**config.mk**
```make
export PLATFORM = sky130hd
export DESIGN_NAME = trig_route_regs
export DESIGN_NICKNAME = d
export VERILOG_FILES = /design/src/rtl/trig_route_pkg.sv /design/src/rtl/trig_route_ctrl.sv /design/src/rtl/trig_route_dp.sv /design/src/rtl/trig_route_regs.sv
export SDC_FILE = /design/constraint.sdc
export NUM_CORES = 1
export LEC_CHECK = 0
export ABC_AREA = 1
export CORE_MARGIN = 2
export CORE_UTILIZATION = 43
export CTS_CLUSTER_SIZE = 12
export DETAILED_ROUTE_END_ITERATION = 7
export PLACE_DENSITY_LB_ADDON = 0.25
export SLEW_MARGIN = 15
export SYNTH_ARGS = -nofsm -noshare
export SYNTH_HDL_FRONTEND = slang
export SYNTH_SLANG_ARGS = --single-unit
```
**constraint.sdc**
```tcl
create_clock -name clk -period 1.8 [get_ports clk]
set_input_delay 0.36 -clock clk [delete_from_list [all_inputs] [get_ports clk]]
set_output_delay 0.36 -clock clk [all_outputs]
set_load 0.02 [all_outputs]
```
**src/rtl/trig_route_pkg.sv**
```systemverilog
`timescale 1ns/1ps
package trig_route_pkg;
  localparam int DATA_W      = 32;
  localparam int SEL_W       = 5;
  localparam int SEL_LSB     = 24;
  localparam int TRIG_B_LSB  = 16;
  localparam int LOCK_W      = 2;
  localparam int LOCK_SYNC   = 0;
  localparam int LOCK_TRIG   = 1;
  localparam int OFF_SYNC    = 0;
  localparam int OFF_TRIG    = 2;
  localparam int OFF_LOCK    = 4;
  localparam int CAP_CODE0   = 24;
  localparam logic [DATA_W-1:0] TRIG_RO_ZERO = (32'hF << 28) | (32'hF << 12);
  localparam logic [DATA_W-1:0] TRIG_WMASK   = ~TRIG_RO_ZERO;

  typedef enum logic [1:0] {RD_NONE, RD_SYNC, RD_TRIG, RD_LOCK} rdSel_t;

  typedef struct packed {
    logic   wrSync;
    logic   wrTrig;
    logic   wrLock;
    rdSel_t rdSel;
  } ctlStrobe_t;
endpackage

```
**src/rtl/trig_route_ctrl.sv**
```systemverilog
`timescale 1ns/1ps
module trig_route_ctrl
  import trig_route_pkg::*;
#(
  parameter int ADDR_W = 3
) (
  input  logic              busSel,
  input  logic              busWr,
  input  logic [ADDR_W-1:0] busAddr,
  input  logic              privWrEn,
  input  logic [LOCK_W-1:0] lockQ,
  output ctlStrobe_t        strb
);
  logic hitSync, hitTrig, hitLock, wrOk;

  always_comb begin
    hitSync = busSel && (busAddr == ADDR_W'(OFF_SYNC));
    hitTrig = busSel && (busAddr == ADDR_W'(OFF_TRIG));
    hitLock = busSel && (busAddr == ADDR_W'(OFF_LOCK));
    wrOk    = busWr && privWrEn;

    strb.wrSync = hitSync && wrOk && !lockQ[LOCK_SYNC];
    strb.wrTrig = hitTrig && wrOk && !lockQ[LOCK_TRIG];
    strb.wrLock = hitLock && wrOk;

    if (hitSync)      strb.rdSel = RD_SYNC;
    else if (hitTrig) strb.rdSel = RD_TRIG;
    else if (hitLock) strb.rdSel = RD_LOCK;
    else              strb.rdSel = RD_NONE;
  end
endmodule

```
**src/rtl/trig_route_dp.sv**
```systemverilog
`timescale 1ns/1ps
module trig_route_dp
  import trig_route_pkg::*;
#(
  parameter int NUM_PWM = 3,
  parameter int NUM_CAP = 1,
  parameter logic [NUM_PWM-1:0] PWM_ROUTE = 3'b101,
  parameter logic [NUM_CAP-1:0] CAP_ROUTE = 1'b1
) (
  input  logic               clk,
  input  logic               rstN,
  input  ctlStrobe_t         strb,
  input  logic [DATA_W-1:0]  wdata,
  output logic [DATA_W-1:0]  rdata,
  output logic [LOCK_W-1:0]  lockQ,
  input  logic [NUM_PWM-1:0] pwmSyncIn,
  input  logic [NUM_CAP-1:0] capSyncIn,
  input  logic [NUM_PWM-1:0] pwmTrigA,
  input  logic [NUM_PWM-1:0] pwmTrigB,
  output logic               extSyncOut,
  output logic               extTrigA,
  output logic               extTrigB
);
  logic [SEL_W-1:0]  syncSel;
  logic [DATA_W-1:0] trigQ;
  logic [NUM_PWM-1:0] termA, termB;
  logic selKnown;

  always_ff @(posedge clk or negedge rstN) begin
    if (!rstN) begin
      syncSel <= '0;
      trigQ   <= '0;
      lockQ   <= '0;
    end else begin
      if (strb.wrSync) syncSel <= wdata[SEL_LSB +: SEL_W];
      if (strb.wrTrig) trigQ   <= wdata & TRIG_WMASK;
      if (strb.wrLock) lockQ   <= lockQ | wdata[LOCK_W-1:0];
    end
  end

  always_comb begin
    unique case (strb.rdSel)
      RD_SYNC: rdata = DATA_W'(syncSel) << SEL_LSB;
      RD_TRIG: rdata = trigQ;
      RD_LOCK: rdata = DATA_W'(lockQ);
      default: rdata = '0;
    endcase
  end

  always_comb begin
    extSyncOut = pwmSyncIn[0];
    selKnown   = 1'b0;
    for (int i = 0; i < NUM_PWM; i++) begin
      if (PWM_ROUTE[i] && syncSel == SEL_W'(i)) begin
        extSyncOut = pwmSyncIn[i];
        selKnown   = 1'b1;
      end
    end
    for (int j = 0; j < NUM_CAP; j++) begin
      if (CAP_ROUTE[j] && syncSel == SEL_W'(CAP_CODE0 + j)) begin
        extSyncOut = capSyncIn[j];
        selKnown   = 1'b1;
      end
    end
  end

  for (genvar g = 0; g < NUM_PWM; g++) begin : gTrig
    if (PWM_ROUTE[g]) begin : gOn
      assign termA[g] = pwmTrigA[g] & trigQ[g];
      assign termB[g] = pwmTrigB[g] & trigQ[TRIG_B_LSB + g];
    end else begin : gOff
      assign termA[g] = 1'b0;
      assign termB[g] = 1'b0;
    end
  end

  assign extTrigA = |termA;
  assign extTrigB = |termB;

  // lock bits never fall while out of reset
  assert_lock_sticky_R10: assert property (@(posedge clk) disable iff (!rstN)
    lockQ[LOCK_SYNC] |=> lockQ[LOCK_SYNC]);
  assert_lock1_sticky_R10: assert property (@(posedge clk) disable iff (!rstN)
    lockQ[LOCK_TRIG] |=> lockQ[LOCK_TRIG]);
  // a locked register keeps its value
  assert_sync_locked_R10: assert property (@(posedge clk) disable iff (!rstN)
    lockQ[LOCK_SYNC] |=> $stable(syncSel));
  assert_trig_locked_R10: assert property (@(posedge clk) disable iff (!rstN)
    lockQ[LOCK_TRIG] |=> $stable(trigQ));
  // read-as-zero trigger bits never hold a 1
  assert_trig_rsvd_R6: assert property (@(posedge clk) disable iff (!rstN)
    strb.wrTrig |=> (trigQ & TRIG_RO_ZERO) == '0);
  // unsupported codes route PWM source 0
  assert_fallback_R5: assert property (@(posedge clk) disable iff (!rstN)
    !selKnown |-> extSyncOut == pwmSyncIn[0]);
endmodule

```
**src/rtl/trig_route_regs.sv**
```systemverilog
`timescale 1ns/1ps
module trig_route_regs
  import trig_route_pkg::*;
#(
  parameter int ADDR_W  = 3,
  parameter int NUM_PWM = 3,
  parameter int NUM_CAP = 1
) (
  input  logic               clk,
  input  logic               rstN,
  input  logic               busSel,
  input  logic               busWr,
  input  logic [ADDR_W-1:0]  busAddr,
  input  logic [31:0]        busWdata,
  output logic [31:0]        busRdata,
  input  logic               privWrEn,
  input  logic [NUM_PWM-1:0] pwmSyncIn,
  input  logic [NUM_CAP-1:0] capSyncIn,
  input  logic [NUM_PWM-1:0] pwmTrigA,
  input  logic [NUM_PWM-1:0] pwmTrigB,
  output logic               extSyncOut,
  output logic               extTrigA,
  output logic               extTrigB
);
  ctlStrobe_t        strb;
  logic [LOCK_W-1:0] lockQ;

  trig_route_ctrl #(.ADDR_W(ADDR_W)) uCtrl (
    .busSel(busSel), .busWr(busWr), .busAddr(busAddr),
    .privWrEn(privWrEn), .lockQ(lockQ), .strb(strb)
  );

  trig_route_dp #(.NUM_PWM(NUM_PWM), .NUM_CAP(NUM_CAP)) uDp (
    .clk(clk), .rstN(rstN), .strb(strb), .wdata(busWdata),
    .rdata(busRdata), .lockQ(lockQ),
    .pwmSyncIn(pwmSyncIn), .capSyncIn(capSyncIn),
    .pwmTrigA(pwmTrigA), .pwmTrigB(pwmTrigB),
    .extSyncOut(extSyncOut), .extTrigA(extTrigA), .extTrigB(extTrigB)
  );

  // unprivileged write leaves the lock state unchanged
  assert_nopriv_lock_R2: assert property (@(posedge clk) disable iff (!rstN)
    (busSel && busWr && !privWrEn) |=> $stable(lockQ));
  // lock register upper bits read zero
  assert_lock_rsvd_R9: assert property (@(posedge clk) disable iff (!rstN)
    (busSel && busAddr == ADDR_W'(OFF_LOCK)) |-> busRdata[31:LOCK_W] == '0);
  // unmapped offsets read zero
  assert_unmapped_R11: assert property (@(posedge clk) disable iff (!rstN)
    (busSel && busAddr != ADDR_W'(OFF_SYNC) && busAddr != ADDR_W'(OFF_TRIG)
     && busAddr != ADDR_W'(OFF_LOCK)) |-> busRdata == '0);
endmodule

```
==> impl_metrics.csv <==
group,metric,value,unit
run_status,status,"complete, no violations",
global_route,grt.met2_usage,33.5,%
cells_and_area,syn_to_final_growth,48.2,%
cells_and_area,fin_nets,353,
sta,hold_viol_final,0,
yosys,synth.area.top_cells,"dfrtp_1 47%, nand2_1 17%, nand3_1 10%",
floorplan,fp-row-count,22,
routing,via_count,1634,
power,p_total,1.58,mW
clocking,cts.sinks,31,
worst_setup_path,cp-start-kind,"input port",
clocking,root_buffer,"clkbuf_8",
place,io_buffer_count,67,
power,power_frac_comb,10.5,%
worst_setup_path,critical_path_class,"input port to primary output",
global_route,gr-total-overflow,0,
power,clockPowerShare,45.0,%
floorplan,start_util,44.8,%
yosys,synth_area,1650,um^2
worst_setup_path,path_max_fanout,8,
routing,drtAntennaViolNets,0,
routing,dr.first_iter.drc_count,51,
worst_hold_path,min_path_type,"input port to asynchronous set/reset pin",
place,place_ws,-0.613,ns
sta,rsz0062_at_grt,"false",
power,power.switching,0.336,mW
global_route,grt_usage,19.7,%
sta,max_freq,576,MHz
clocking,clk_pin_slew,0.06,ns
clocking,cts_hold_buf,0,
power,switching_share,21.3,%
clocking,clockBufferDepth,2,
power,peakVddDrop,0.450,mV
global_route,antenna_found_initial,0,
cells_and_area,drive_gt1_share,18.4,%
worst_setup_path,endpoint_kind,"primary output",
power,power_frac_seq,44.6,%
yosys,yosys_warnings,0,
yosys,syn_inst,224,
sta,whs,0.463,ns
place,hpwl,2890,um
global_route,grt_max_degree,32,
global_route,met1_usage,24.5,%
global_route,grt_first_pass_wirelength,6550,um
power,p_int,1.24,mW
sta,setup_viol,0,
power,p_per_area,644,nW/um^2
clocking,cts_tree,"built",
global_route,grtUsageMet3,4.94,%
sta,period_share,96.4,%
yosys,ys_types,17,
floorplan,num_io_pins,85,
job,maxCapViolations,0,
sta,period_needed,1.74,ns
routing,avgViaCountPerCell,4.64,
sta,fin_tns_setup,0,ns
routing,first_pass_iters,4,
clocking,clock_latency,0.28,ns
yosys,ys_ff_latch,31,
clocking,numCtsBuffers,5,
worst_setup_path,critPathRequiredTime,1.44,ns
worst_setup_path,critical_path_arrival,1.38,ns
power,leakage,1.30,nW
cells_and_area,fillCellCount,335,
cells_and_area,antenna_cells,0,
place,gp_congestion,0.801,
clocking,htree_num_levels,2,
floorplan,core,3690,um^2
yosys,synth_top_area_share,46.9,%
routing,drc,0,
floorplan,chipHeight,66,um
sta,final_max_slew_viol_count,0,
yosys,ys_seq_area_share,46.9,%
floorplan,die-area,4360,um^2
floorplan,fp.dieW,66,um
routing,wirelength,4010,um
global_route,grt_pass1_vias,1509,
routing,wl_per_cell,11.4,um
yosys,yosys.area.top_type,"dfrtp_1",
sta,fin_skew,0.00265,ns
yosys,syn_area_per_cell,7.38,um^2
global_route,busiest_layer,"met2",
sta,worst_slack,0.0639,ns
[final cells by class]
class | count | area (um^2) | share of cell area [%]
Inverter | 29 | 114 | 4.65
Clock inverter | 2 | 35.0 | 1.43
Clock buffer | 6 | 82.6 | 3.37
Multi-Input combinational cell | 155 | 679 | 27.7
Sequential cell | 31 | 776 | 31.7
Timing Repair Buffer | 81 | 703 | 28.7
Tap cell | 48 | 60.1 | 2.45
[worst max-delay path: stages]
cell,delay [ns]
dlygate4sd2_1,0.26
nor2_4,0.14
nand3_4,0.15
inv_6,0.12
nand2_1,0.06
o21ai_0,0.08
buf_2,0.19
[power groups by stage]
stage / logic (mW) / registers, mW / clock network [mW]
floorplan: 0.0545 / 0.715 / 0
detailed placement: 0.165 / 0.715 / 0
finish: 0.165 / 0.703 / 0.709
global placement: 0.162 / 0.716 / 0
CTS: 0.168 / 0.702 / 0.721
global route: 0.179 / 0.703 / 0.760
[through the flow]
stage | instance area [um^2] | utilization (%) | instances
4_1_cts | 2450 | 66.6 | 352
3_3_place_gp | 2380 | 64.7 | 341
6_report | 2450 | 66.4 | 352
2_1_floorplan | 1680 | - | 230
3_5_place_dp | 2380 | 64.7 | 341
5_1_grt | 2450 | 66.4 | 352
[cell usage after synthesis]
master   instances
nor2_1          26
inv_2            2
a22o_1           2
conb_1           1
dfrtp_1         31
buf_4           12
nand3_4          1
nor2_2           1
nand2_1         77
nand4_1          2
nor2_4           1
nand3_1         33
nand2_4          1
inv_1           27
buf_6            2
o21ai_0          4
buf_1            1
[flip-flops by register name (all words and copies together) (netlist names)]
register     count
uDp.trigQ       24
uDp.syncSel      5
uDp.lockQ        2
[kinds of logic (layout without fill, tap and decap cells)]
family	after synthesis	after routing	synth area share (%)
other	1	7	0.227
AOI/OAI and AO/OA	6	6	2.27
and+or+nand+nor	142	142	36.9
DFF	31	31	46.9
buffers and inverters	44	118	13.6
[path summary, 6_finish.rpt]
check	from	end	slack, ns	cells past startpoint
setup reg to reg	uDp.lockQ[1]	uDp.trigQ[1]	0.68	4
hold reg to reg	uDp.trigQ[11]	uDp.trigQ[11]	0.47	2
setup / recovery	busAddr[2]	busRdata[0]	0.06	7
min in group clk	uDp.trigQ[11]	uDp.trigQ[11]	0.47	2
max in group asynchronous	rstN	uDp.syncSel[0]	1.05	2
hold / removal	rstN	uDp.trigQ[2]	0.46	2
[metal layers]
layer	vias up	part of all wire, %
met5	-	0
met4	0	1.4
met3	9	6.6
met2	59	46
met1	737	46
li1	829	-
[cells in the final DEF, fill, tap and decap left out]
master	instances
clkbuf_8	6
buf_12	1
buf_16	1
nor2_1	25
nor2_2	2
nor2_4	1
nand3_4	1
nand2_4	1
clkdlybuf4s15_1	1
buf_2	13
clkinv_2	1
clkdlybuf4s50_1	35
buf_4	23
nand4_1	2
nand2_1	76
inv_2	2
nand2_2	1
inv_6	1
inv_1	26
clkbuf_2	1
conb_1	7
o21ai_0	4
nand3_1	33
dfrtp_1	31
dlygate4sd2_1	6
a22o_1	2
bufinv_16	1
[what timing repair did]
action,4_1_cts,5_1_grt
gates resized for setup,127,1
endpoints found under the setup margin,28,4
setup buffers,2,0
pin swaps,2,2
cloned,1,0
No activity file was read; power rests on OpenSTA's default activity.
